[src/rtl/slv_evt_pkg.sv]
package slv_evt_pkg;
  localparam int unsigned REG_AW = 3;
  localparam int unsigned CSEL_W = 3;
  localparam int unsigned AHI_W  = 2;

  localparam logic [REG_AW-1:0] A_CTRL  = 3'd0;
  localparam logic [REG_AW-1:0] A_STATA = 3'd1;
  localparam logic [REG_AW-1:0] A_STATB = 3'd2;
  localparam logic [REG_AW-1:0] A_DATA  = 3'd3;
  localparam logic [REG_AW-1:0] A_OLO   = 3'd4;
  localparam logic [REG_AW-1:0] A_OHI   = 3'd5;

  typedef struct packed {
    logic ie;
    logic ack;
    logic en;
  } ctrl_t;

  typedef struct packed {
    logic bus_err;
    logic stop;
    logic ack_fail;
    logic tx_mode;
    logic xfer;
    logic addr_hit;
  } flags_t;
endpackage

[src/rtl/slv_evt_rsync.sv]
module slv_evt_rsync #(
  parameter int unsigned STAGES = 2
) (
  input  logic clk,
  input  logic rst_n_in,
  output logic rst_n_out
);
  logic [STAGES-1:0] sync_q;

  generate
    if (STAGES == 1) begin : g_one
      always_ff @(posedge clk or negedge rst_n_in) begin
        if (!rst_n_in) sync_q <= '0;
        else           sync_q <= 1'b1;
      end
    end else begin : g_chain
      always_ff @(posedge clk or negedge rst_n_in) begin
        if (!rst_n_in) sync_q <= '0;
        else           sync_q <= {sync_q[STAGES-2:0], 1'b1};
      end
    end
  endgenerate

  assign rst_n_out = sync_q[STAGES-1];
endmodule

[src/rtl/slv_evt_ctrl.sv]
module slv_evt_ctrl
  import slv_evt_pkg::*;
#(
  parameter int unsigned DATA_W = 8
) (
  input  logic              clk,
  input  logic              rst_n,
  input  logic              wr_ctrl,
  input  logic              wr_olo,
  input  logic              wr_ohi,
  input  logic [DATA_W-1:0] wdata,
  output ctrl_t             ctrl_q,
  output logic              kill,
  output logic [DATA_W-1:0] olo_q,
  output logic [CSEL_W-1:0] csel_q,
  output logic [AHI_W-1:0]  ahi_q
);
  localparam int unsigned OHI_W = CSEL_W + AHI_W;

  ctrl_t             ctrl_d;
  logic [OHI_W-1:0]  ohi_q;

  // Control: everything but enable is locked until enable is already set
  always_comb begin
    ctrl_d = ctrl_q;
    if (!wdata[0]) begin
      ctrl_d = '0;
    end else if (!ctrl_q.en) begin
      ctrl_d = '{ie: 1'b0, ack: 1'b0, en: 1'b1};
    end else begin
      ctrl_d = '{ie: wdata[2], ack: wdata[1], en: 1'b1};
    end
  end

  assign kill = !ctrl_q.en || (wr_ctrl && !wdata[0]);

  always_ff @(posedge clk or negedge rst_n) begin
    if (!rst_n)       ctrl_q <= '0;
    else if (wr_ctrl) ctrl_q <= ctrl_d;
  end

  always_ff @(posedge clk or negedge rst_n) begin
    if (!rst_n)      olo_q <= '0;
    else if (wr_olo) olo_q <= wdata;
  end

  always_ff @(posedge clk or negedge rst_n) begin
    if (!rst_n)      ohi_q <= '0;
    else if (wr_ohi) ohi_q <= wdata[OHI_W-1:0];
  end

  assign ahi_q  = ohi_q[AHI_W-1:0];
  assign csel_q = ohi_q[OHI_W-1:AHI_W];
endmodule

[src/rtl/slv_evt_flags.sv]
module slv_evt_flags
  import slv_evt_pkg::*;
#(
  parameter int unsigned DATA_W = 8
) (
  input  logic              clk,
  input  logic              rst_n,
  input  logic              kill,
  input  logic              any_acc,
  input  logic              rd_sa,
  input  logic              rd_sb,
  input  logic              rd_dat,
  input  logic              wr_dat,
  input  logic              ev_addr_hit,
  input  logic              ev_rx_byte,
  input  logic [DATA_W-1:0] ev_rx_data,
  input  logic              ev_tx_byte,
  input  logic              ev_ack_fail,
  input  logic              ev_stop,
  input  logic              ev_bus_err,
  output flags_t            flags_q,
  output logic              armed_q,
  output logic [DATA_W-1:0] rx_q,
  output logic              evt
);
  flags_t flags_d;
  logic   armed_d;
  logic   xfer_clr;
  logic   rx_ce;

  // Sequence tracker: a first-status read arms; the next access decides
  assign xfer_clr = armed_q && ((rd_dat && !flags_q.tx_mode) ||
                                (wr_dat &&  flags_q.tx_mode));

  always_comb begin
    armed_d = armed_q;
    if (any_acc) armed_d = rd_sa;
    if (kill)    armed_d = 1'b0;
  end

  // Clears first, sets afterwards so a same-cycle event wins
  always_comb begin
    flags_d = flags_q;
    if (rd_sa) begin
      flags_d.addr_hit = 1'b0;
      flags_d.ack_fail = 1'b0;
    end
    if (xfer_clr) flags_d.xfer = 1'b0;
    if (rd_sb) begin
      flags_d.stop    = 1'b0;
      flags_d.bus_err = 1'b0;
    end
    if (ev_addr_hit) flags_d.addr_hit = 1'b1;
    if (ev_rx_byte) begin
      flags_d.xfer    = 1'b1;
      flags_d.tx_mode = 1'b0;
    end
    if (ev_tx_byte) begin
      flags_d.xfer    = 1'b1;
      flags_d.tx_mode = 1'b1;
    end
    if (ev_ack_fail) flags_d.ack_fail = 1'b1;
    if (ev_stop)     flags_d.stop     = 1'b1;
    if (ev_bus_err)  flags_d.bus_err  = 1'b1;
    if (kill)        flags_d          = '0;
  end

  assign rx_ce = ev_rx_byte && !kill;

  always_ff @(posedge clk or negedge rst_n) begin
    if (!rst_n) begin
      flags_q <= '0;
      armed_q <= 1'b0;
    end else begin
      flags_q <= flags_d;
      armed_q <= armed_d;
    end
  end

  always_ff @(posedge clk or negedge rst_n) begin
    if (!rst_n)     rx_q <= '0;
    else if (rx_ce) rx_q <= ev_rx_data;
  end

  assign evt = flags_q.addr_hit | flags_q.xfer | flags_q.ack_fail |
               flags_q.stop | flags_q.bus_err;
endmodule

[src/rtl/slv_evt_unit.sv]
module slv_evt_unit
  import slv_evt_pkg::*;
#(
  parameter int unsigned DATA_W    = 8,
  parameter int unsigned RST_STAGE = 2,
  localparam int unsigned OWN_W    = DATA_W + AHI_W
) (
  input  logic                 clk,
  input  logic                 rst_n,
  input  logic [REG_AW-1:0]    bus_addr,
  input  logic                 bus_rd,
  input  logic                 bus_wr,
  input  logic [DATA_W-1:0]    bus_wdata,
  output logic [DATA_W-1:0]    bus_rdata,
  input  logic                 ev_addr_hit,
  input  logic                 ev_rx_byte,
  input  logic [DATA_W-1:0]    ev_rx_data,
  input  logic                 ev_tx_byte,
  input  logic                 ev_ack_fail,
  input  logic                 ev_stop,
  input  logic                 ev_bus_err,
  output logic [DATA_W-1:0]    tx_data_o,
  output logic [OWN_W-1:0]     own_addr_o,
  output logic [CSEL_W-1:0]    clk_sel_o,
  output logic                 ack_en_o,
  output logic                 irq_o
);
  logic              rst_sync_n;
  ctrl_t             ctrl_q;
  logic              kill;
  logic [DATA_W-1:0] olo_q;
  logic [CSEL_W-1:0] csel_q;
  logic [AHI_W-1:0]  ahi_q;
  flags_t            flags_q;
  logic              armed_q;
  logic [DATA_W-1:0] rx_q;
  logic              evt;
  logic [DATA_W-1:0] txd_q;
  logic              wr_ctrl, wr_olo, wr_ohi, wr_dat;
  logic              rd_sa, rd_sb, rd_dat, any_acc;

  slv_evt_rsync #(.STAGES(RST_STAGE)) u_rsync (
    .clk(clk), .rst_n_in(rst_n), .rst_n_out(rst_sync_n)
  );

  assign wr_ctrl = bus_wr && (bus_addr == A_CTRL);
  assign wr_olo  = bus_wr && (bus_addr == A_OLO);
  assign wr_ohi  = bus_wr && (bus_addr == A_OHI);
  assign wr_dat  = bus_wr && (bus_addr == A_DATA);
  assign rd_sa   = bus_rd && (bus_addr == A_STATA);
  assign rd_sb   = bus_rd && (bus_addr == A_STATB);
  assign rd_dat  = bus_rd && (bus_addr == A_DATA);
  assign any_acc = bus_rd || bus_wr;

  slv_evt_ctrl #(.DATA_W(DATA_W)) u_ctrl (
    .clk(clk), .rst_n(rst_sync_n),
    .wr_ctrl(wr_ctrl), .wr_olo(wr_olo), .wr_ohi(wr_ohi), .wdata(bus_wdata),
    .ctrl_q(ctrl_q), .kill(kill),
    .olo_q(olo_q), .csel_q(csel_q), .ahi_q(ahi_q)
  );

  slv_evt_flags #(.DATA_W(DATA_W)) u_flags (
    .clk(clk), .rst_n(rst_sync_n), .kill(kill), .any_acc(any_acc),
    .rd_sa(rd_sa), .rd_sb(rd_sb), .rd_dat(rd_dat), .wr_dat(wr_dat),
    .ev_addr_hit(ev_addr_hit), .ev_rx_byte(ev_rx_byte), .ev_rx_data(ev_rx_data),
    .ev_tx_byte(ev_tx_byte), .ev_ack_fail(ev_ack_fail), .ev_stop(ev_stop),
    .ev_bus_err(ev_bus_err),
    .flags_q(flags_q), .armed_q(armed_q), .rx_q(rx_q), .evt(evt)
  );

  always_ff @(posedge clk or negedge rst_sync_n) begin
    if (!rst_sync_n)  txd_q <= '0;
    else if (wr_dat)  txd_q <= bus_wdata;
  end

  always_comb begin
    bus_rdata = '0;
    if (bus_rd) begin
      unique case (bus_addr)
        A_CTRL:  bus_rdata[2:0] = {ctrl_q.ie, ctrl_q.ack, ctrl_q.en};
        A_STATA: bus_rdata[4:0] = {flags_q.ack_fail, flags_q.tx_mode,
                                   flags_q.xfer, flags_q.addr_hit, evt};
        A_STATB: bus_rdata[1:0] = {flags_q.bus_err, flags_q.stop};
        A_DATA:  bus_rdata      = rx_q;
        A_OLO:   bus_rdata      = olo_q;
        A_OHI:   bus_rdata[CSEL_W+AHI_W-1:0] = {csel_q, ahi_q};
        default: bus_rdata      = '0;
      endcase
    end
  end

  assign tx_data_o  = txd_q;
  assign own_addr_o = {ahi_q, olo_q};
  assign clk_sel_o  = csel_q;
  assign ack_en_o   = ctrl_q.ack;
  assign irq_o      = evt && ctrl_q.ie;
endmodule

[config.mk]
export PLATFORM = sky130hd
export DESIGN_NAME = slv_evt_unit
export DESIGN_NICKNAME = d
export VERILOG_FILES = /design/src/rtl/slv_evt_pkg.sv /design/src/rtl/slv_evt_rsync.sv /design/src/rtl/slv_evt_ctrl.sv /design/src/rtl/slv_evt_flags.sv /design/src/rtl/slv_evt_unit.sv
export SDC_FILE = /design/constraint.sdc
export NUM_CORES = 1
export LEC_CHECK = 0
export BUFFER_PORTS_ARGS = -buffer_cell sky130_fd_sc_hd__buf_2
export CORE_MARGIN = 5
export CORE_UTILIZATION = 50
export CTS_CLUSTER_DIAMETER = 60
export DETAILED_ROUTE_END_ITERATION = 8
export PLACE_DENSITY = 0.84
export SETUP_SLACK_MARGIN = 0.4
export SLEW_MARGIN = 10
export SYNTH_ARGS = -nofsm -noshare
export SYNTH_HDL_FRONTEND = slang
export SYNTH_SLANG_ARGS = --single-unit
[constraint.sdc]
create_clock -name clk -period 1.4 [get_ports clk]
set_input_delay 0.07 -clock clk [delete_from_list [all_inputs] [get_ports clk]]
set_output_delay 0.07 -clock clk [all_outputs]
set_load 0.01 [all_outputs]
# Word-level counts from Yosys, hierarchy flattened
# Index checks and enable logic that the tools add are counted.
# word_totals
ff_bits	41
latchBits	0
ram_bits	0
mem_bits_ro	0
input_bits	29
output_inout_bits	31
word_cells	71
mem_count	0
# classes
add_sub_neg	0
mul	0
n_div	0
magnitude_cmp	0
eq_ne	5
shifts	0
n_mux	19
bitwise	4
n_reduce_logical	28
# op_table
op	n
$reduce_bool A3 Y1	5
$logic_and A1 B1 Y1	13
$pmux W2 S6	1
$mux W1	8
$mux W8	1
$pmux W2 S4	1
$eq A3 B2 Y1 const B	2
$eq A3 B3 Y1 const B	2
$mux W2	3
$mux W3	2
$mux W6	1
$pmux W3 S2	1
$pmux W1 S5	1
$logic_not A1 Y1	4
$or A1 B1 Y1	4
$reduce_bool A4 Y1	1
$eq A3 B1 Y1 const B	1
$logic_not A3 Y1	1
$logic_or A1 B1 Y1	3
$reduce_bool A2 Y1	1

# Depth between registers and ports, before layout
# logic_depth
depth_word	9
mapped_depth	5
mapped_depth_nobuf	3

# By module
# From an unflattened synthesis, not the netlist that was laid out.
# unflattened
cells_unflattened	157
area_unflattened_um2	2055.7
# by_module_without_submodules
mod	n_inst	cells_per_inst	area_each_um2	seq_area_each_um2
slv_evt_unit	1	65	705.7	200.2
slv_evt_flags	1	50	658.1	375.4
slv_evt_ctrl	1	39	638.1	400.4
slv_evt_rsync	1	3	53.8	50.0

# Least setup slack after synthesis
# OpenSTA, ideal clock, no wires.
# synth_timing
path_type	input-to-reg
from	input bus_addr[2]
to	register u_flags.rx_q[0]
setup_time_ns	0.125
t_arrival_ns	1.346
required_time_ns	1.275
slack_ns	-0.071
cell_stages	4
path_buffers	1
path_cell_list	or4b_1 -> buf_2 -> o211ai_4 -> mux2_2
# synth_via
elab_chain_len	6
# synth_lines
element	line	rtl
start: declaration	slv_evt_unit.sv:10	input logic [REG_AW-1:0] bus_addr,
$logic_not A3 Y1	slv_evt_unit.sv:46	assign wr_ctrl = bus_wr && (bus_addr == A_CTRL);
$logic_and A1 B1 Y1	slv_evt_unit.sv:46	
$logic_and A1 B1 Y1	slv_evt_ctrl.sv:35	assign kill = !ctrl_q.en || (wr_ctrl && !wdata[0]);
$logic_or A1 B1 Y1	slv_evt_ctrl.sv:35	
$logic_not A1 Y1	slv_evt_flags.sv:68	assign rx_ce = ev_rx_byte && !kill;
$logic_and A1 B1 Y1	slv_evt_flags.sv:68	
end signal: assignment	slv_evt_flags.sv:82	else if (rx_ce) rx_q <= ev_rx_data;
end: declaration	slv_evt_flags.sv:23	output logic [DATA_W-1:0] rx_q,
# No other way between the ends.
# A chain may end at the register's enable or synchronous reset.

# Worst setup path in the final report
# layout_timing
from	register u_flags.flags_q[4] (netlist name)
to	output bus_rdata[0]
# layout_via
elab_chain_len	4
# layout_lines
element	line	rtl
$or A1 B1 Y1	slv_evt_flags.sv:85	assign evt = flags_q.addr_hit | flags_q.xfer | flags_q.ack_fail |
$or A1 B1 Y1	slv_evt_flags.sv:86	flags_q.stop | flags_q.bus_err;
$pmux W2 S6 *	slv_evt_unit.sv:79	unique case (bus_addr)
$mux W8 *	slv_evt_unit.sv:78	if (bus_rd) begin
end: declaration	slv_evt_unit.sv:14	output logic [DATA_W-1:0] bus_rdata,
# Mark *: on every way between the ends. The rest lies on a longest branch, timed or not.

==> results.md <==
* Most frequent cells after synthesis: dfrtp_1, mux2_2, nand2_1, nor2_1, a21oi_1
* Antenna violations before repair at 0
* M2 GR Usage at approximately two fifths
* Vias in the first global route at about 1,800
* Max Freq at about 570 MHz
* CP Launch Type: flip-flop
* Average size of a mapped cell at roughly 12 µm²
* Max Slew Vio Count at 0
* Required time at the worst-slack endpoint at ~1.3 ns
* Worst Max-Slew Pin Slew at 0.501 ns
* Leading post-synthesis cells by cell area: dfrtp_1, mux2_2, a21oi_1
* Failing checks: negative setup slack
* R2R depth at 4
* Core Area at roughly 0.0036 mm²
* Kind of end point of the critical path: output pin
* Compound-Gate Fraction of Synth Area at 9.52%
* GPL Wtd Cong at between 0.8 and 0.9
* Die area at a little over 0.005 mm²
* Min-delay src: ev_rx_data[5]
* R2r startpoint: u_ctrl.ctrl_q[0]
* P_int at 2.71 mW
* Hold depth at 2
* Clock Path Buffers at 2
* Grt met3 use at around 6.3%
* First-pass GRT wire length at slightly above 9 mm
* Clock transition at path regs at 0.08 ns
* Post-synthesis net count at roughly 180
* Cts bufs inserted at 5
* Synth Register Bits at between 40 and 50
* DIE WIDTH at a little over 70 µm
* Most used DFF post-synth: dfrtp_1
* Area share of fa/ha/maj cells after synthesis at 0%
* Crit path DAT at between 1.5 and 2 ns
* Global route overflow at 0
* Final Core Density at between 80% and 90%
* Yosys top cell by area: dfrtp_1
* Most common cell in the netlist: dfrtp_1
* Area delta synth->final at 63.2%
* Maxcap violations at 0
* Static Leak at approximately 1.5 nW
* Worst R2R Setup Slack at around 0.2 ns
* Largest family of logic cells by synthesized area: multiplexers
* Multiplexer area fraction after synthesis at a little under a quarter
* TritonCTS sink count at 41
* Hold WC Path Type: primary input to flip-flop
* Setup violations, final at 4
* Via density at 5.71
* Syn Inst Count at between 150 and 200
* Yosys top cell area share at 55.0%
* Max Fanout on Critical Path at 3
* Global routing's busiest layer: met2
* Largest net degree at the start of global routing at 40
* Initial core utilization at 51.4%
* Simple-gate area share of the yosys netlist at a little under a tenth
* Antenna cells at 0
* Crit path kind: flip-flop to output pin
* Final HPWL DP at ~3.6 mm
* Post-route clock period utilization at 124%
* NumNets Final at 282
* Slew Limit Headroom at 66.6%
* Met1 usage at between 20 and 30%
* # fillers at roughly 210
* Clock power frac at roughly 22%
* Outcome: finished with violations
* DR DRC count at 0
* I/O pin cnt at 60
* Min Clock Period, post-route at 1.74 ns
* Hold WS at around 0.010 ns
* Post-synthesis sequential area ratio at 55.0%
* Reg power frac at 43.1%
* Drt first pass iters at 4
* Htree depth at 2
* Share of cells above drive strength 1 at 66.1%
* Psw at about 1.2 mW
* DR WL/cell at approximately 21 µm
* Initial DRC count at about 140
* Vias at around 1,700
* Die Height at 71.1 µm
* Worst r2r dst: u_flags.rx_q[7]
* EDFF count, synth at 0
* Sw Ratio at 30.1%
* Synth warn at 0
* Clk_skew at 0.00423 ns
* Max rail drop VDD at 0.983 mV
* Synth unique cells at 31
* # rows at 22
* GR Util All Layers at between 20% and 30%
* IO Port Bufs at ~60
* Power per Cell Area at roughly 1300 mW/mm²
* Hold EP: u_flags.rx_q[5]
* Final WS setup at -0.340 ns
* Clk Latency, worst-skew pair at about 0.29 ns
* CTS tree: yes
* Worst slack, placed at -0.158 ns
* Final hold vios at 0
* XOR/XNOR Fraction of Synth Area at 0%
* ANT nets after route at 0
* Combinational Power Share at a little over a third
* FFs w/ async S/R, synth at 100%
* Post-Syn Area at roughly 0.0019 mm²
* Dpl cell area at between 0.002 and 0.0025 mm²
* Design area at 0.00305 mm²
* Routed wire length at between 6 and 7 mm
* Root buf cell: clkbuf_8
* RSZ-0062 raised after global routing: true
[final cells by class]
| type | count | area [µm²] | share of cell area (%) |
|---|---|---|---|
| Multi-Input combinational cell | 99 | 1050 | 34.4 |
| Sequential cell | 41 | 1030 | 33.8 |
| Timing Repair Buffer | 101 | 790 | 25.9 |
| Clock buffer | 7 | 96.3 | 3.16 |
| Tap cell | 48 | 60.1 | 1.97 |
| Inverter | 5 | 18.8 | 0.616 |
| Clock inverter | 1 | 5.00 | 0.164 |
[through the flow]
stage | power [mW] | setup TNS, ns | instances
after CTS | 3.72 | -0.907 | 298
after detailed placement | 2.58 | -1.30 | 266
after global routing | 4.04 | -1.17 | 302
final | 3.88 | -1.01 | 302
after global placement | 2.54 | -1.18 | 266
after floorplan | 2.19 | -0.544 | 152
[worst max-delay path, cell delays in order (launching register included)]
cell and delay (ns):
dfrtp_1 0.41, or4_4 0.55, o21ai_4 0.15, a311oi_2 0.11, buf_2 0.16
[timing repair]
item,in CTS,in global routing
hold buffers,2,1
pin swaps,16,9
endpoints found under the setup margin,41,48
setup buffers,22,3
endpoints found under the hold margin,3,1
resized for setup,48,22
[cells by family after synthesis]
kind of cell,Yosys count
multiplexers,38
AND/OR/NAND/NOR,34
AO/OA/AOI/OAI,26
flip-flops,41
other,1
buffers and inverters,12
[per-layer routing]
layer,part of all wire [%],up-vias
met1,39,866
met4,2.5,0
met3,6.9,16
met2,51,96
met5,0,-
li1,-,746
[cells in the final DEF (no fill, tap or decap), drive strengths merged]
cell type	netlist	final
mux2	33	33
mux4	1	1
or4bb	1	1
nor3	1	1
or4b	1	1
and3b	1	1
nor2b	1	1
o21a	1	1
a221oi	1	1
a22oi	3	3
dfrtp	41	41
o22ai	2	2
nand2	10	10
o21ai	6	6
a32oi	1	1
inv	5	5
buf	3	98
nand3	4	4
a2bb2oi	1	1
mux2i	4	4
clkinv	0	1
or4	1	1
a311oi	2	2
nor3b	2	2
conb	1	1
and2	1	1
dlygate4sd3	0	3
nor2	10	10
clkbuf	4	7
o211ai	1	1
nand4bb	1	1
a21oi	8	8
[state kept, by name (all words and copies together) (netlist names)]
signal,cells
u_ctrl.olo_q,8
u_flags.armed_q,1
u_flags.rx_q,8
u_flags.flags_q,6
u_ctrl.ctrl_q,3
u_ctrl.ohi_q,5
tx_data_o,8
u_rsync.sync_q,2
[power by group through the flow]
stage	Sequential (mW)	Combinational (mW)	Clock (mW)
6_report	1.67	1.37	0.838
4_1_cts	1.63	1.25	0.846
5_1_grt	1.70	1.44	0.900
2_1_floorplan	1.70	0.496	0
3_5_place_dp	1.65	0.932	0
3_3_place_gp	1.64	0.908	0
[worst max path at each step]
| stage | startpoint | to | cells past startpoint |
|---|---|---|---|
| finish | u_flags.flags_q[4] | bus_rdata[0] | 4 |
| global route | u_flags.flags_q[4] | bus_rdata[0] | 4 |
| CTS | u_flags.flags_q[1] | bus_rdata[0] | 4 |
| detailed placement | bus_addr[2] | u_flags.rx_q[1] | 4 |
| global placement | bus_addr[2] | u_flags.rx_q[2] | 4 |
| floorplan | bus_addr[2] | u_flags.rx_q[0] | 4 |
(Power assumes the default switching activity.)
